--- src/rtl/dma_chan_ctrl.sv ---
module dma_chan_ctrl #(
  parameter int AW = 32,
  parameter int RA = 3
) (
  input  logic          clk,
  input  logic          rst_n,
  input  logic          reg_we,
  input  logic [RA-1:0] reg_addr,
  input  logic [AW-1:0] reg_wdata,
  output logic [AW-1:0] reg_rdata,
  output logic          mv_start,
  output logic          mv_abort,
  output logic          mv_run,
  output logic          mv_cont,
  output logic          mv_direct,
  output logic [AW-1:0] src_addr,
  output logic [AW-1:0] dst_addr,
  output logic [AW-1:0] desc_addr,
  input  logic          mv_done,
  input  logic          mv_desc_fetched,
  input  logic          mv_err,
  input  logic          ev_link_end,
  input  logic          ev_seg_end,
  input  logic          ev_list_end
);
  localparam logic [RA-1:0] OFF_MODE = RA'(0);
  localparam logic [RA-1:0] OFF_STAT = RA'(1);
  localparam logic [RA-1:0] OFF_SRC  = RA'(2);
  localparam logic [RA-1:0] OFF_DST  = RA'(3);
  localparam logic [RA-1:0] OFF_LINK = RA'(4);
  localparam logic [RA-1:0] OFF_LIST = RA'(5);
  localparam int NFLAG = 5;
  localparam int FLAG_LSB = 2;

  logic st_q, dir_q, cont_q, sws_q, sel_q, ext_q, busy_q;
  logic [NFLAG-1:0] flags_q, flags_d, hw_set, sw_clr;
  logic [AW-1:0] src_q, dst_q, link_q, list_q;
  logic st_d, busy_d, cont_d, start_p, abort_p;

  wire w_start = reg_wdata[0];
  wire w_abort = reg_wdata[1];
  wire w_dir   = reg_wdata[2];
  wire w_cont  = reg_wdata[3];
  wire w_sws   = reg_wdata[4];
  wire w_sel   = reg_wdata[5];
  wire w_ext   = reg_wdata[6];

  wire wr_mode  = reg_we && reg_addr == OFF_MODE;
  wire wr_stat  = reg_we && reg_addr == OFF_STAT;
  wire perr_req = wr_mode && ((w_cont && w_dir) || (w_sel && !w_sws));
  wire mode_ok  = wr_mode && !perr_req;

  wire [RA-1:0] trig_off = dir_q ? (sel_q ? OFF_SRC : OFF_DST)
                                 : (ext_q ? OFF_LIST : OFF_LINK);
  wire sws_hit = reg_we && sws_q && reg_addr == trig_off && !busy_q;

  always_comb begin
    busy_d  = busy_q;
    st_d    = st_q;
    start_p = 1'b0;
    abort_p = 1'b0;
    if (busy_q && mv_done) begin
      busy_d = 1'b0;
      st_d   = 1'b0;
    end
    if (mode_ok) begin
      if (w_abort && busy_q) begin
        busy_d  = 1'b0;
        st_d    = 1'b0;
        abort_p = 1'b1;
      end else begin
        if (w_start && !st_q && !busy_q) begin
          busy_d  = 1'b1;
          start_p = 1'b1;
        end
        st_d = w_start && busy_d;
      end
    end else if (sws_hit) begin
      busy_d  = 1'b1;
      st_d    = 1'b1;
      start_p = 1'b1;
    end
  end

  always_comb begin
    cont_d = cont_q;
    if (mv_desc_fetched) cont_d = 1'b0;
    if (mode_ok) cont_d = w_cont;
  end

  assign hw_set  = {ev_list_end, ev_seg_end, ev_link_end, perr_req, mv_err};
  assign sw_clr  = wr_stat ? reg_wdata[FLAG_LSB +: NFLAG] : '0;
  assign flags_d = (flags_q & ~sw_clr) | hw_set;

  always_ff @(posedge clk) begin
    if (!rst_n) begin
      st_q <= 1'b0; dir_q <= 1'b0; cont_q <= 1'b0; sws_q <= 1'b0;
      sel_q <= 1'b0; ext_q <= 1'b0; busy_q <= 1'b0;
      flags_q <= '0;
      mv_start <= 1'b0; mv_abort <= 1'b0;
      src_q <= '0; dst_q <= '0; link_q <= '0; list_q <= '0;
    end else begin
      st_q     <= st_d;
      busy_q   <= busy_d;
      cont_q   <= cont_d;
      flags_q  <= flags_d;
      mv_start <= start_p;
      mv_abort <= abort_p;
      if (mode_ok) begin
        dir_q <= w_dir;
        sws_q <= w_sws;
        sel_q <= w_sel;
        ext_q <= w_ext;
      end
      if (reg_we && reg_addr == OFF_SRC)  src_q  <= reg_wdata;
      if (reg_we && reg_addr == OFF_DST)  dst_q  <= reg_wdata;
      if (reg_we && reg_addr == OFF_LINK) link_q <= reg_wdata;
      if (reg_we && reg_addr == OFF_LIST) list_q <= reg_wdata;
    end
  end

  always_comb begin
    case (reg_addr)
      OFF_MODE: reg_rdata = {{(AW-7){1'b0}}, ext_q, sel_q, sws_q, cont_q, dir_q, 1'b0, st_q};
      OFF_STAT: reg_rdata = {{(AW-7){1'b0}}, flags_q, busy_q && !st_q, busy_q};
      OFF_SRC:  reg_rdata = src_q;
      OFF_DST:  reg_rdata = dst_q;
      OFF_LINK: reg_rdata = link_q;
      OFF_LIST: reg_rdata = list_q;
      default:  reg_rdata = '0;
    endcase
  end

  assign mv_run    = busy_q && st_q;
  assign mv_cont   = cont_q;
  assign mv_direct = dir_q;
  assign src_addr  = src_q;
  assign dst_addr  = dst_q;
  assign desc_addr = ext_q ? list_q : link_q;

  AST_START_SETS_BUSY: assert property (@(posedge clk) disable iff (!rst_n)
    mv_start |-> busy_q && st_q);
  AST_HALT_KEEPS_BUSY: assert property (@(posedge clk) disable iff (!rst_n)
    busy_q && !mv_done && mode_ok && !w_abort && !w_start |=> busy_q && !mv_run);
  AST_ABORT_IDLE: assert property (@(posedge clk) disable iff (!rst_n)
    mv_abort |-> !busy_q && !st_q);
  AST_CONT_CLEAR: assert property (@(posedge clk) disable iff (!rst_n)
    mv_desc_fetched && !mode_ok |=> !mv_cont);
  AST_NO_START_BUSY: assert property (@(posedge clk) disable iff (!rst_n)
    busy_q && !mv_done |=> !mv_start);
  AST_PERR_NO_START: assert property (@(posedge clk) disable iff (!rst_n)
    perr_req |=> flags_q[1] && !mv_start && $stable(dir_q));
  AST_HW_SET_WINS: assert property (@(posedge clk) disable iff (!rst_n)
    mv_err |=> flags_q[0]);
endmodule

--- config.mk ---
export PLATFORM = sky130hd
export DESIGN_NAME = dma_chan_ctrl
export DESIGN_NICKNAME = d
export VERILOG_FILES = /design/src/rtl/dma_chan_ctrl.sv
export SDC_FILE = /design/constraint.sdc
export NUM_CORES = 1
export LEC_CHECK = 0
export ABC_AREA = 1
export BUFFER_PORTS_ARGS = -buffer_cell sky130_fd_sc_hd__buf_2
export CAP_MARGIN = 25
export CORE_MARGIN = 8
export CORE_UTILIZATION = 47
export DETAILED_ROUTE_END_ITERATION = 16
export GPL_TIMING_DRIVEN = 0
export MAX_ROUTING_LAYER = met4
export PLACE_DENSITY = 0.76
export SYNTH_ARGS = -nofsm -noshare
export SYNTH_HDL_FRONTEND = slang
export SYNTH_SLANG_ARGS = --single-unit
--- constraint.sdc ---
create_clock -name clk -period 2.21 [get_ports clk]
set_input_delay 0.663 -clock clk [delete_from_list [all_inputs] [get_ports clk]]
set_output_delay 0.663 -clock clk [all_outputs]
set_load 0.02 [all_outputs]
==> results.json <==
{
  "synthCells": 859,
  "rsz0062_at_grt": "yes",
  "worstSkewPairLatency_ns": 0.42,
  "syn_area_mm2": 0.006202,
  "async_flop_share_pct": 0,
  "grt_max_degree": 17,
  "numCtsBuffers": 17,
  "synth.distinct_cells": 22,
  "nFillCells": 1036,
  "fmax_ghz": 0.4130,
  "grt_pass1_wl_mm": 37.70,
  "synth_warnings": 0,
  "leakage_nw": 3.711,
  "area_growth_pct": 44.83,
  "multiInputGateArea_mm2": 0.003037,
  "maxSlewHeadroom_pct": 55.09,
  "regArea_mm2": 0.002846,
  "dieArea_mm2": 0.01713,
  "first_iter_violations": 952,
  "dp_cells": 1209,
  "rrSetupSlack_ns": 0.85,
  "r2r_end": "busy_q$_SDFF_PN0_",
  "fin_crit_ns": 2.421,
  "yosysTopAreaCell": "dfxtp_1",
  "ant_nets": 0,
  "finalCritPeriodShare_pct": 109.5,
  "dp_hpwl_mm": 16.61,
  "clk_pin_slew_ns": 0.06,
  "r2r_cells": 6,
  "finalMaxSlewViolations": 0,
  "cts_max_level": 4,
  "critPathMaxFanout": 7,
  "synth.area.top_cells": "dfxtp_1 46%, o21ai_0 11%, a21oi_1 9.3%",
  "drt_wl_total_mm": 25.87,
  "use_met2_pct": 45.83,
  "p_total_mw": 6.873,
  "skew_ns": 0.007752,
  "hold_path.class": "primary input to flop",
  "seq_area_frac_synth_pct": 45.83,
  "drive_gt1_share_pct": 30.28,
  "clock_sinks": 142,
  "worst_slack_ns": -0.2110,
  "overflow": 0,
  "end_kind": "output port",
  "use_met3_pct": 6.250,
  "synthTopCellsByCount": "142 x dfxtp_1, 132 x o21ai_0, 120 x nand2_1",
  "avgSynthCellArea_um2": 7.220,
  "vdd_drop_max_uv": 505.6,
  "die_w_um": 130.9,
  "pin_count": 177,
  "cts_tree": "yes",
  "first_pass_iters": 5,
  "layoutNonFillerInstCount": 1271,
  "worst-slew-pin-transition_ns": 0.6736,
  "hp-start": "mv_err",
  "arrival_ns": 1.76,
  "outcome": "finished, violations left",
  "cts.path.max_buffers": 2,
  "worstPathRequired_ns": 1.55,
  "hold_buffers": 0,
  "via_count": 7402,
  "use_met1_pct": 36.63,
  "vias_per_cell": 5.824,
  "startpoint_type": "primary input",
  "initial_core_util_pct": 47.40,
  "regToRegStartpoint": "busy_q$_SDFF_PN0_",
  "io_buffers": 174,
  "violations": "negative setup slack",
  "synth_top_area_share_pct": 45.83,
  "num_rows": 42,
  "grt_use_total_pct": 29.91,
  "hold_viol_final": 0,
  "wl_per_cell_um": 20.36,
  "cap_viol_max_count": 0,
  "ys.flop_type": "dfxtp_1",
  "min_to": "flags_q[0]$_SDFF_PN0_",
  "nNetsFinal": 1124,
  "die_h_um": 130.9,
  "cts-root-buf": "clkbuf_16",
  "power.density_mw_per_mm2": 765.2,
  "crit_type": "primary input to output port",
  "setup_violations": 32,
  "gp_congestion": 0.9477,
  "synth_nets": 903,
  "hold_path_depth": 3,
  "drc": 0,
  "synth.most_common_cell": "dfxtp_1",
  "busiest_layer": "met2",
  "antenna_found_initial": 2,
  "synth-edff-count": 0,
  "core-area_mm2": 0.01309,
  "synth-seq-cells": 142,
  "grt_pass1_vias": 7022
}
-- metal layers --
layer	wire (µm)	part of all wire, %
met2	11890	46
met4	1022	4.0
met5	0	0
met1	10400	40
met3	2557	9.9
-- how the worst max path moves through the flow --
stage                      from            end  cells after the start
floorplan           reg_addr[2]  reg_rdata[10]                      7
global placement    reg_addr[0]   reg_rdata[7]                      8
detailed placement  reg_addr[0]   reg_rdata[7]                      8
CTS                 reg_addr[0]  reg_rdata[22]                      7
global route        reg_addr[2]   reg_rdata[0]                      9
finish              reg_addr[2]   reg_rdata[7]                      7
-- flip-flops by register name (all words and copies together), names as in the netlist --
| register | count |
|---|---|
| sws_q | 1 |
| link_q | 32 |
| st_q | 1 |
| mv_direct | 1 |
| dst_addr | 32 |
| src_addr | 32 |
| sel_q | 1 |
| mv_start | 1 |
| list_q | 32 |
| ext_q | 1 |
| busy_q | 1 |
| mv_abort | 1 |
| flags_q | 5 |
| mv_cont | 1 |
-- report_power, final --
| group | switching (mW) | leakage, nW | internal (mW) |
|---|---|---|---|
| sequential | 0.0564 | 1.15 | 2.64 |
| clock | 1.12 | 0.347 | 2.27 |
| combinational | 0.510 | 2.21 | 0.277 |
| total | 1.69 | 3.71 | 5.19 |
-- cells by family (layout without fill, tap and decap cells) --
family,Yosys count,after routing,synth area share (%)
buffers and inverters,149,383,9.441
AND/OR/NAND/NOR,254,254,17.01
AO/OA/AOI/OAI,314,314,27.72
flip-flops,142,142,45.83
other,0,2,0
-- layout by cell type (no fill, tap or decap), types with 12 or more instances in the layout --
cell / n
clkbuf_16: 24
dfxtp_1: 141
inv_1: 78
buf_2: 154
buf_4: 49
a21oi_1: 109
a22oi_2: 22
o211ai_1: 26
clkbuf_8: 12
nor2_1: 69
nand3_1: 51
o21ai_0: 123
clkbuf_1: 23
nand2_1: 118
-- stage by stage --
| step | cell area [µm²] | worst slack (ns) | hold slack, ns | utilization, % | TNS, ns |
|---|---|---|---|---|---|
| floorplan | 6252 | -0.01090 | 0.4389 | - | -0.01090 |
| global placement | 7343 | -0.5341 | 0.4503 | 56.12 | -15.80 |
| detailed placement | 7343 | -0.5798 | 0.4564 | 56.12 | -16.59 |
| CTS | 8742 | -0.1470 | 0.4463 | 66.81 | -3.132 |
| global route | 8982 | -0.2259 | 0.4819 | 68.65 | -5.406 |
| finish | 8982 | -0.2110 | 0.4532 | 68.65 | -4.714 |
-- worst max-delay path, cell delays in order --
cell and delay, ns:
clkbuf_16 0.14, nor3_4 0.16, buf_6 0.17, clkbuf_16 0.17, a22oi_2 0.05, o211ai_1 0.17
buf_4 0.21
-- timing repair --
| action | CTS | global route |
|---|---|---|
| pin swaps | 18 | 11 |
| setup buffers | 17 | 6 |
| setup endpoints to repair | 64 | 52 |
| gates resized for setup | 136 | 47 |
| gates cloned | 4 | 1 |
-- layout make-up --
| cell class | instances | area share [%] |
|---|---|---|
| Antenna cell | 2 | 0.05572 |
| Buffer | 64 | 5.934 |
| Clock buffer | 22 | 5.502 |
| Clock inverter | 10 | 2.271 |
| Inverter | 85 | 3.886 |
| Multi-Input combinational cell | 568 | 33.81 |
| Sequential cell | 142 | 31.69 |
| Tap cell | 176 | 2.452 |
| Timing Repair Buffer | 202 | 14.40 |
(Power assumes the default switching activity.)
